## src/rtl/inb_win_pkg.sv

```systemverilog
package inb_win_pkg;
   // Field selector inside one window's four-word register group.
   typedef enum logic [1:0] {
      FLD_SIZE_LO = 2'd0,
      FLD_SIZE_HI = 2'd1,
      FLD_BASE_LO = 2'd2,
      FLD_BASE_HI = 2'd3
   } win_fld_e;
endpackage

```

## src/rtl/inb_win_regs.sv

```systemverilog
module inb_win_regs
   import inb_win_pkg::*;
#(
   parameter int AW     = 64,
   parameter int DW     = 32,
   parameter bit NARROW = 1'b0
) (
   input  logic          clk,
   input  logic          rst_n,
   input  logic          wr_en,
   input  win_fld_e      fld,
   input  logic [DW-1:0] wdata,
   output logic [AW-1:0] size_q,
   output logic [AW-1:0] base_q,
   output logic [DW-1:0] rdata
);
   localparam logic [AW-1:0] SIZE_RST = {{(AW-DW){1'b1}}, {DW{1'b0}}};

   // Local base: two independently written halves.
   always_ff @(posedge clk or negedge rst_n) begin
      if (!rst_n) begin
         base_q <= '0;
      end else if (wr_en) begin
         if (fld == FLD_BASE_LO) base_q[DW-1:0]  <= wdata;
         if (fld == FLD_BASE_HI) base_q[AW-1:DW] <= wdata;
      end
   end

   // Size word: narrow variant loads the whole word from one register.
   if (NARROW) begin : g_narrow
      always_ff @(posedge clk or negedge rst_n) begin
         if (!rst_n) begin
            size_q <= SIZE_RST;
         end else if (wr_en && fld == FLD_SIZE_LO) begin
            size_q <= AW'(wdata);
         end
      end
   end else begin : g_split
      always_ff @(posedge clk or negedge rst_n) begin
         if (!rst_n) begin
            size_q <= SIZE_RST;
         end else if (wr_en) begin
            if (fld == FLD_SIZE_LO) size_q[DW-1:0]  <= wdata;
            if (fld == FLD_SIZE_HI) size_q[AW-1:DW] <= wdata;
         end
      end
   end

   always_comb begin
      case (fld)
         FLD_SIZE_LO: rdata = size_q[DW-1:0];
         FLD_SIZE_HI: rdata = NARROW ? '0 : size_q[AW-1:DW];
         FLD_BASE_LO: rdata = base_q[DW-1:0];
         FLD_BASE_HI: rdata = base_q[AW-1:DW];
         default:     rdata = '0;
      endcase
   end
endmodule

```

## src/rtl/inb_win_match.sv

```systemverilog
module inb_win_match #(
   parameter int AW = 64
) (
   input  logic [AW-1:0] size_q,
   input  logic [AW-1:0] base_q,
   input  logic [AW-1:0] addr,
   output logic          hit,
   output logic [AW-1:0] xlat
);
   localparam logic [AW-1:0] ATTR_CLR = ~AW'(7);

   logic [AW-1:0] mask;
   logic [AW:0]   span;

   // Span is computed one bit wider so that a zero mask means 2^AW.
   assign mask = size_q & ATTR_CLR;
   assign span = {1'b0, ~mask} + (AW+1)'(1);
   assign hit  = size_q[0] && ({1'b0, addr} < span);
   assign xlat = base_q + addr;
endmodule

```

## src/rtl/inb_win_arb.sv

```systemverilog
module inb_win_arb #(
   parameter int N  = 3,
   parameter int AW = 64,
   parameter int IW = 2
) (
   input  logic [N-1:0]         hit_v,
   input  logic [N-1:0][AW-1:0] xlat_v,
   input  logic [AW-1:0]        addr,
   output logic                 hit,
   output logic [IW-1:0]        idx,
   output logic [AW-1:0]        out_addr
);
   // Walk from the highest index down so the lowest match is taken last.
   always_comb begin
      hit      = 1'b0;
      idx      = '0;
      out_addr = addr;
      for (int i = N - 1; i >= 0; i--) begin
         if (hit_v[i]) begin
            hit      = 1'b1;
            idx      = IW'(i);
            out_addr = xlat_v[i];
         end
      end
   end
endmodule

```

## src/rtl/inb_win_bank.sv

```systemverilog
module inb_win_bank
   import inb_win_pkg::*;
#(
   parameter int             AW          = 64,
   parameter int             DW          = 32,
   parameter int             NWIN        = 3,
   parameter logic [NWIN-1:0] NARROW_MASK = 3'b010,
   parameter int             RAW         = 6,
   localparam int            IW          = (NWIN > 1) ? $clog2(NWIN) : 1
) (
   input  logic           clk,
   input  logic           rst_n,
   input  logic           reg_wr,
   input  logic [RAW-1:0] reg_addr,
   input  logic [DW-1:0]  reg_wdata,
   output logic [DW-1:0]  reg_rdata,
   input  logic [AW-1:0]  bm_addr,
   output logic           lk_hit,
   output logic [IW-1:0]  lk_win,
   output logic [AW-1:0]  lk_addr
);
   localparam int WW        = RAW - 2;
   localparam int SW        = WW - 2;
   localparam int STAT_WORD = NWIN * 4;

   if (AW != 2 * DW) begin : g_bad_width
      $error("inb_win_bank: AW must be twice DW");
   end
   if (STAT_WORD >= (1 << WW)) begin : g_bad_raw
      $error("inb_win_bank: RAW too small for window count");
   end

   logic [WW-1:0]            word;
   logic [SW-1:0]            wsel;
   logic                     aligned;
   win_fld_e                 fld;
   logic [NWIN-1:0][AW-1:0]  size_q;
   logic [NWIN-1:0][AW-1:0]  base_q;
   logic [NWIN-1:0][AW-1:0]  xlat_v;
   logic [NWIN-1:0][DW-1:0]  rd_v;
   logic [NWIN-1:0]          win_hit;
   logic [DW-1:0]            stat_q;

   assign word    = reg_addr[RAW-1:2];
   assign wsel    = word[WW-1:2];
   assign aligned = (reg_addr[1:0] == 2'b00);
   assign fld     = win_fld_e'(word[1:0]);

   for (genvar w = 0; w < NWIN; w++) begin : g_win
      logic wr_w;
      assign wr_w = reg_wr && aligned && (wsel == SW'(w));

      inb_win_regs #(
         .AW    (AW),
         .DW    (DW),
         .NARROW(NARROW_MASK[w])
      ) u_regs (
         .clk   (clk),
         .rst_n (rst_n),
         .wr_en (wr_w),
         .fld   (fld),
         .wdata (reg_wdata),
         .size_q(size_q[w]),
         .base_q(base_q[w]),
         .rdata (rd_v[w])
      );

      inb_win_match #(
         .AW(AW)
      ) u_match (
         .size_q(size_q[w]),
         .base_q(base_q[w]),
         .addr  (bm_addr),
         .hit   (win_hit[w]),
         .xlat  (xlat_v[w])
      );
   end

   always_ff @(posedge clk or negedge rst_n) begin
      if (!rst_n) begin
         stat_q <= '0;
      end else if (reg_wr && aligned && word == WW'(STAT_WORD)) begin
         stat_q <= reg_wdata;
      end
   end

   always_comb begin
      reg_rdata = '0;
      if (aligned) begin
         if (word == WW'(STAT_WORD)) reg_rdata = stat_q;
         for (int w = 0; w < NWIN; w++) begin
            if (wsel == SW'(w)) reg_rdata = rd_v[w];
         end
      end
   end

   inb_win_arb #(
      .N (NWIN),
      .AW(AW),
      .IW(IW)
   ) u_arb (
      .hit_v   (win_hit),
      .xlat_v  (xlat_v),
      .addr    (bm_addr),
      .hit     (lk_hit),
      .idx     (lk_win),
      .out_addr(lk_addr)
   );
endmodule

```

## config.mk

```make
export PLATFORM = sky130hd
export DESIGN_NAME = inb_win_bank
export DESIGN_NICKNAME = d
export VERILOG_FILES = /design/src/rtl/inb_win_pkg.sv /design/src/rtl/inb_win_regs.sv /design/src/rtl/inb_win_match.sv /design/src/rtl/inb_win_arb.sv /design/src/rtl/inb_win_bank.sv
export SDC_FILE = /design/constraint.sdc
export NUM_CORES = 2
export LEC_CHECK = 0
export CAP_MARGIN = 20
export CORE_AREA = 4 4 301 332
export CTS_CLUSTER_SIZE = 16
export DETAILED_ROUTE_END_ITERATION = 12
export DIE_AREA = 0 0 305 336
export GPL_TIMING_DRIVEN = 0
export MAX_ROUTING_LAYER = met4
export PLACE_DENSITY = 0.53
export SYNTH_ARGS = -nofsm -noshare
export SYNTH_HDL_FRONTEND = slang
export SYNTH_HIERARCHICAL = 1
export SYNTH_SLANG_ARGS = --single-unit
export TNS_END_PERCENT = 50
```

## constraint.sdc

```tcl
create_clock -name clk -period 20.7 [get_ports clk]
set_clock_uncertainty 0.05 [all_clocks]
set_input_delay 4.14 -clock clk [delete_from_list [all_inputs] [get_ports clk]]
set_output_delay 4.14 -clock clk [all_outputs]
set_load 0.01 [all_outputs]
```

==> flow_summary.json <==
{
  "cts_tree": "done",
  "stdcell_area_mm2": 0.0438,
  "gp_congestion": 1.04,
  "async_flop_share_pct": 100,
  "pwr-share-seq_pct": 29.4,
  "boundaryPins": 204,
  "drc_errors": 0,
  "synthAdderAreaFrac_pct": 12.5,
  "dp_hpwl_um": 147000,
  "leakagePower_nw": 20.4,
  "intPower_mw": 2.08,
  "placed_area_mm2": 0.0421,
  "core_mm2": 0.0968,
  "min_delay_worst_endpoint": "g_win[0].u_regs/size_q[1]$_DFFE_PN0P_",
  "cts.htree.levels": 2,
  "yosysWarnings": 6,
  "r2r_slack_ps": 19380,
  "regArea_mm2": 0.00972,
  "drive_gt1_share_pct": 19.7,
  "ctsResizeCount": 0,
  "synth-xor-area-share_pct": 8.14,
  "die_y_um": 336,
  "fin_nets": 4772,
  "syn_to_final_growth_pct": 14.0,
  "reg2reg_from": "g_win[1].u_regs/size_q[62]$_DFFE_PN1P_",
  "required_ps": 16510,
  "port_buffers": 201,
  "p_clk_share_pct": 24.2,
  "final_cell_mix": "430 x mux2_2, 378 x ha_1, 320 x dfrtp_1",
  "clkLatencyLatePin_ps": 630,
  "synth_compound_area_share_pct": 16.3,
  "overflow": 0,
  "rows": 120,
  "timing.hold.ws_ps": 462,
  "p_per_area_mw_per_mm2": 83.2,
  "hold_viol": 0,
  "cts_buffer_depth": 3,
  "root_buffer": "clkbuf_16",
  "initial_core_util_pct": 39.6,
  "synth_nets": 4516,
  "worst_slack_ps": 5780,
  "critPathLaunchType": "input port",
  "grt_pass1_wl_um": 251000,
  "power_switching_mw": 1.56,
  "reg2regPathDepth": 1,
  "synth_top_family_by_area": "multiplexers",
  "cp_max_fo": 11,
  "routed_via_density": 6.22,
  "cap_violations": 0,
  "grt_pass1_vias": 33600,
  "p_comb_share_pct": 46.5,
  "rsz0062_at_grt": "no",
  "cts.sinks": 385,
  "multiInputGateArea_mm2": 0.0271,
  "die_w_um": 305,
  "p_sw_share_pct": 42.8,
  "worst_setup_path_end_kind": "output port",
  "power_mw": 3.64,
  "yosys-top-cells-area": "dfrtp_1 21%, mux2_2 13%, ha_1 12%",
  "synth_flop_cell": "dfrtp_1",
  "dr.pass1.iters": 8,
  "cp_data_arrival_time_ps": 10730,
  "cts.clk_slew.worst_paths_ps": 60,
  "mostFrequentLayoutCell": "mux2_2",
  "setup_tns_ps": 0,
  "post-place-ws_ps": 5860,
  "hold_path_startpoint": "g_win[0].u_regs/size_q[1]$_DFFE_PN0P_",
  "peakVddDrop_uv": 67.0,
  "synthSimpleGateAreaFrac_pct": 14.0,
  "vias": 34900,
  "yosysTopAreaCell": "dfrtp_1",
  "synthCells": 4030,
  "wire_per_inst_um": 32.3,
  "min_path_type": "flip-flop to flip-flop",
  "fillers": 9623,
  "fin_crit_sh_pct": 72.1,
  "muxShareOfSynthArea_pct": 19.7,
  "slew-limit-headroom_pct": 13.1,
  "fp.dieArea_mm2": 0.102,
  "min_path_cells": 1,
  "numCtsBuffers": 49,
  "yosysTopAreaCellShare_pct": 20.9,
  "grt_max_degree": 114,
  "wl_um": 181000,
  "ys_seq_elements": 385,
  "reg2reg_to": "g_win[1].u_regs/size_q[62]$_DFFE_PN1P_",
  "report.final.setup_viol": 0,
  "drv_slew": 0,
  "ant_nets": 0,
  "ys_types": 89,
  "synthesis.area_mm2": 0.0384,
  "crit_type": "input port to output port",
  "fin_crit_ps": 14920,
  "status": "complete, no violations",
  "synth_edf_count": 0,
  "cts_setup_buffers": 0,
  "grt_usage_pct": 35.0,
  "postSynthAreaPerCell_um2": 9.52,
  "cts_hold_buffers": 0,
  "worstMarginPinSlew_ps": 1300,
  "antenna_found_initial": 8,
  "seq_area_frac_synth_pct": 25.3,
  "max_freq_mhz": 67.0,
  "drt-initial-drc-count": 3270
}
## final cells by class
| cell class | instances | share of cell area, % |
|---|---|---|
| Antenna cell | 10 | 0.0572 |
| Buffer | 216 | 2.95 |
| Clock buffer | 73 | 3.24 |
| Clock inverter | 18 | 0.455 |
| Inverter | 63 | 0.540 |
| Multi-Input combinational cell | 3366 | 62.0 |
| Sequential cell | 385 | 22.2 |
| Tap cell | 1281 | 3.66 |
| Timing Repair Buffer | 205 | 4.86 |
## synth_stat cells (all sizes together), types with 7 or more instances
cell type	number
dfrtp	320
a41oi	10
or3	37
a21boi	9
a22oi	34
o41ai	9
a21oi	303
nor3b	9
nor4	36
or4	12
nand3b	15
xnor2	188
dfstp	65
a221o	24
xor2	168
o21a	20
and3	23
mux2i	68
o211ai	18
or2	11
buf	126
ha	378
o31ai	17
nand2	279
nor2b	56
a21o	143
mux4	64
o2111ai	9
nand3	71
a211oi	19
clkbuf	90
a211o	7
a22o	33
nand4	83
nor2	216
o21ai	226
a31oi	38
and2	19
o21bai	41
nor3	92
nand2b	48
mux2	474
inv	63
and4	10
## how the worst max path moves through the flow
stage,from,endpoint,slack (ps)
after floorplan,bm_addr[0],lk_addr[60],9280
after global placement,rst_n,g_win[1].u_regs/base_q[5]$_DFFE_PN0P_,-2770
after detailed placement,bm_addr[34],lk_addr[7],5860
after CTS,bm_addr[34],lk_addr[7],5840
after global routing,bm_addr[38],lk_addr[7],5560
final,bm_addr[34],lk_addr[7],5780
## layer usage
| metal | track usage, % | wire, µm |
|---|---|---|
| met1 | 42.3 | 72600 |
| met4 | 21.5 | 13700 |
| met2 | 55.0 | 82300 |
| met5 | - | 0 |
| met3 | 5.76 | 12800 |
## kinds of logic (layout without fill, tap and decap cells)
kind of cell,after synthesis,after routing
other,0,10
flip-flops,385,385
buffers and inverters,279,575
adder cells (fa/ha/maj),381,381
AND/OR/NAND/NOR,1031,1031
XOR/XNOR,356,356
AO/OA/AOI/OAI,992,992
multiplexers,606,606
## sequential cells by signal, indices dropped and copies added, names as in the netlist
name	cells
g_win.u_regs/size_q	161
stat_q	32
g_win.u_regs/base_q	192
## worst max-delay path, stage by stage
cell,delay [ps]
clkdlybuf4s50_1,1060
ha_1,620
a21o_1,160
a21o_1,160
a21oi_1,140
o21ai_0,100
a21oi_1,310
nand2_1,130
a2111oi_0,430
a21oi_1,260
a2111oi_0,540
o31a_1,580
buf_4,360
clkbuf_1,820
nand2_1,130
o21ai_0,160
clkdlybuf4s50_1,590
## power groups by stage
stage                     registers (mW)  clock network [mW]  logic, mW
after global placement              1.07                   0       1.65
after global routing                1.07               0.916       1.81
after floorplan                    0.951                   0       1.06
after detailed placement            1.07                   0       1.65
final                               1.07               0.880       1.69
after CTS                           1.06               0.887       1.67
## stage by stage
stage / cells / util (%)
finish: 5617 / 45.2
global route: 5611 / 45.2
detailed placement: 5516 / 43.5
CTS: 5607 / 45.2
global placement: 5512 / 43.4
floorplan: 4030 / -
Power figures use the tool's default switching activity.
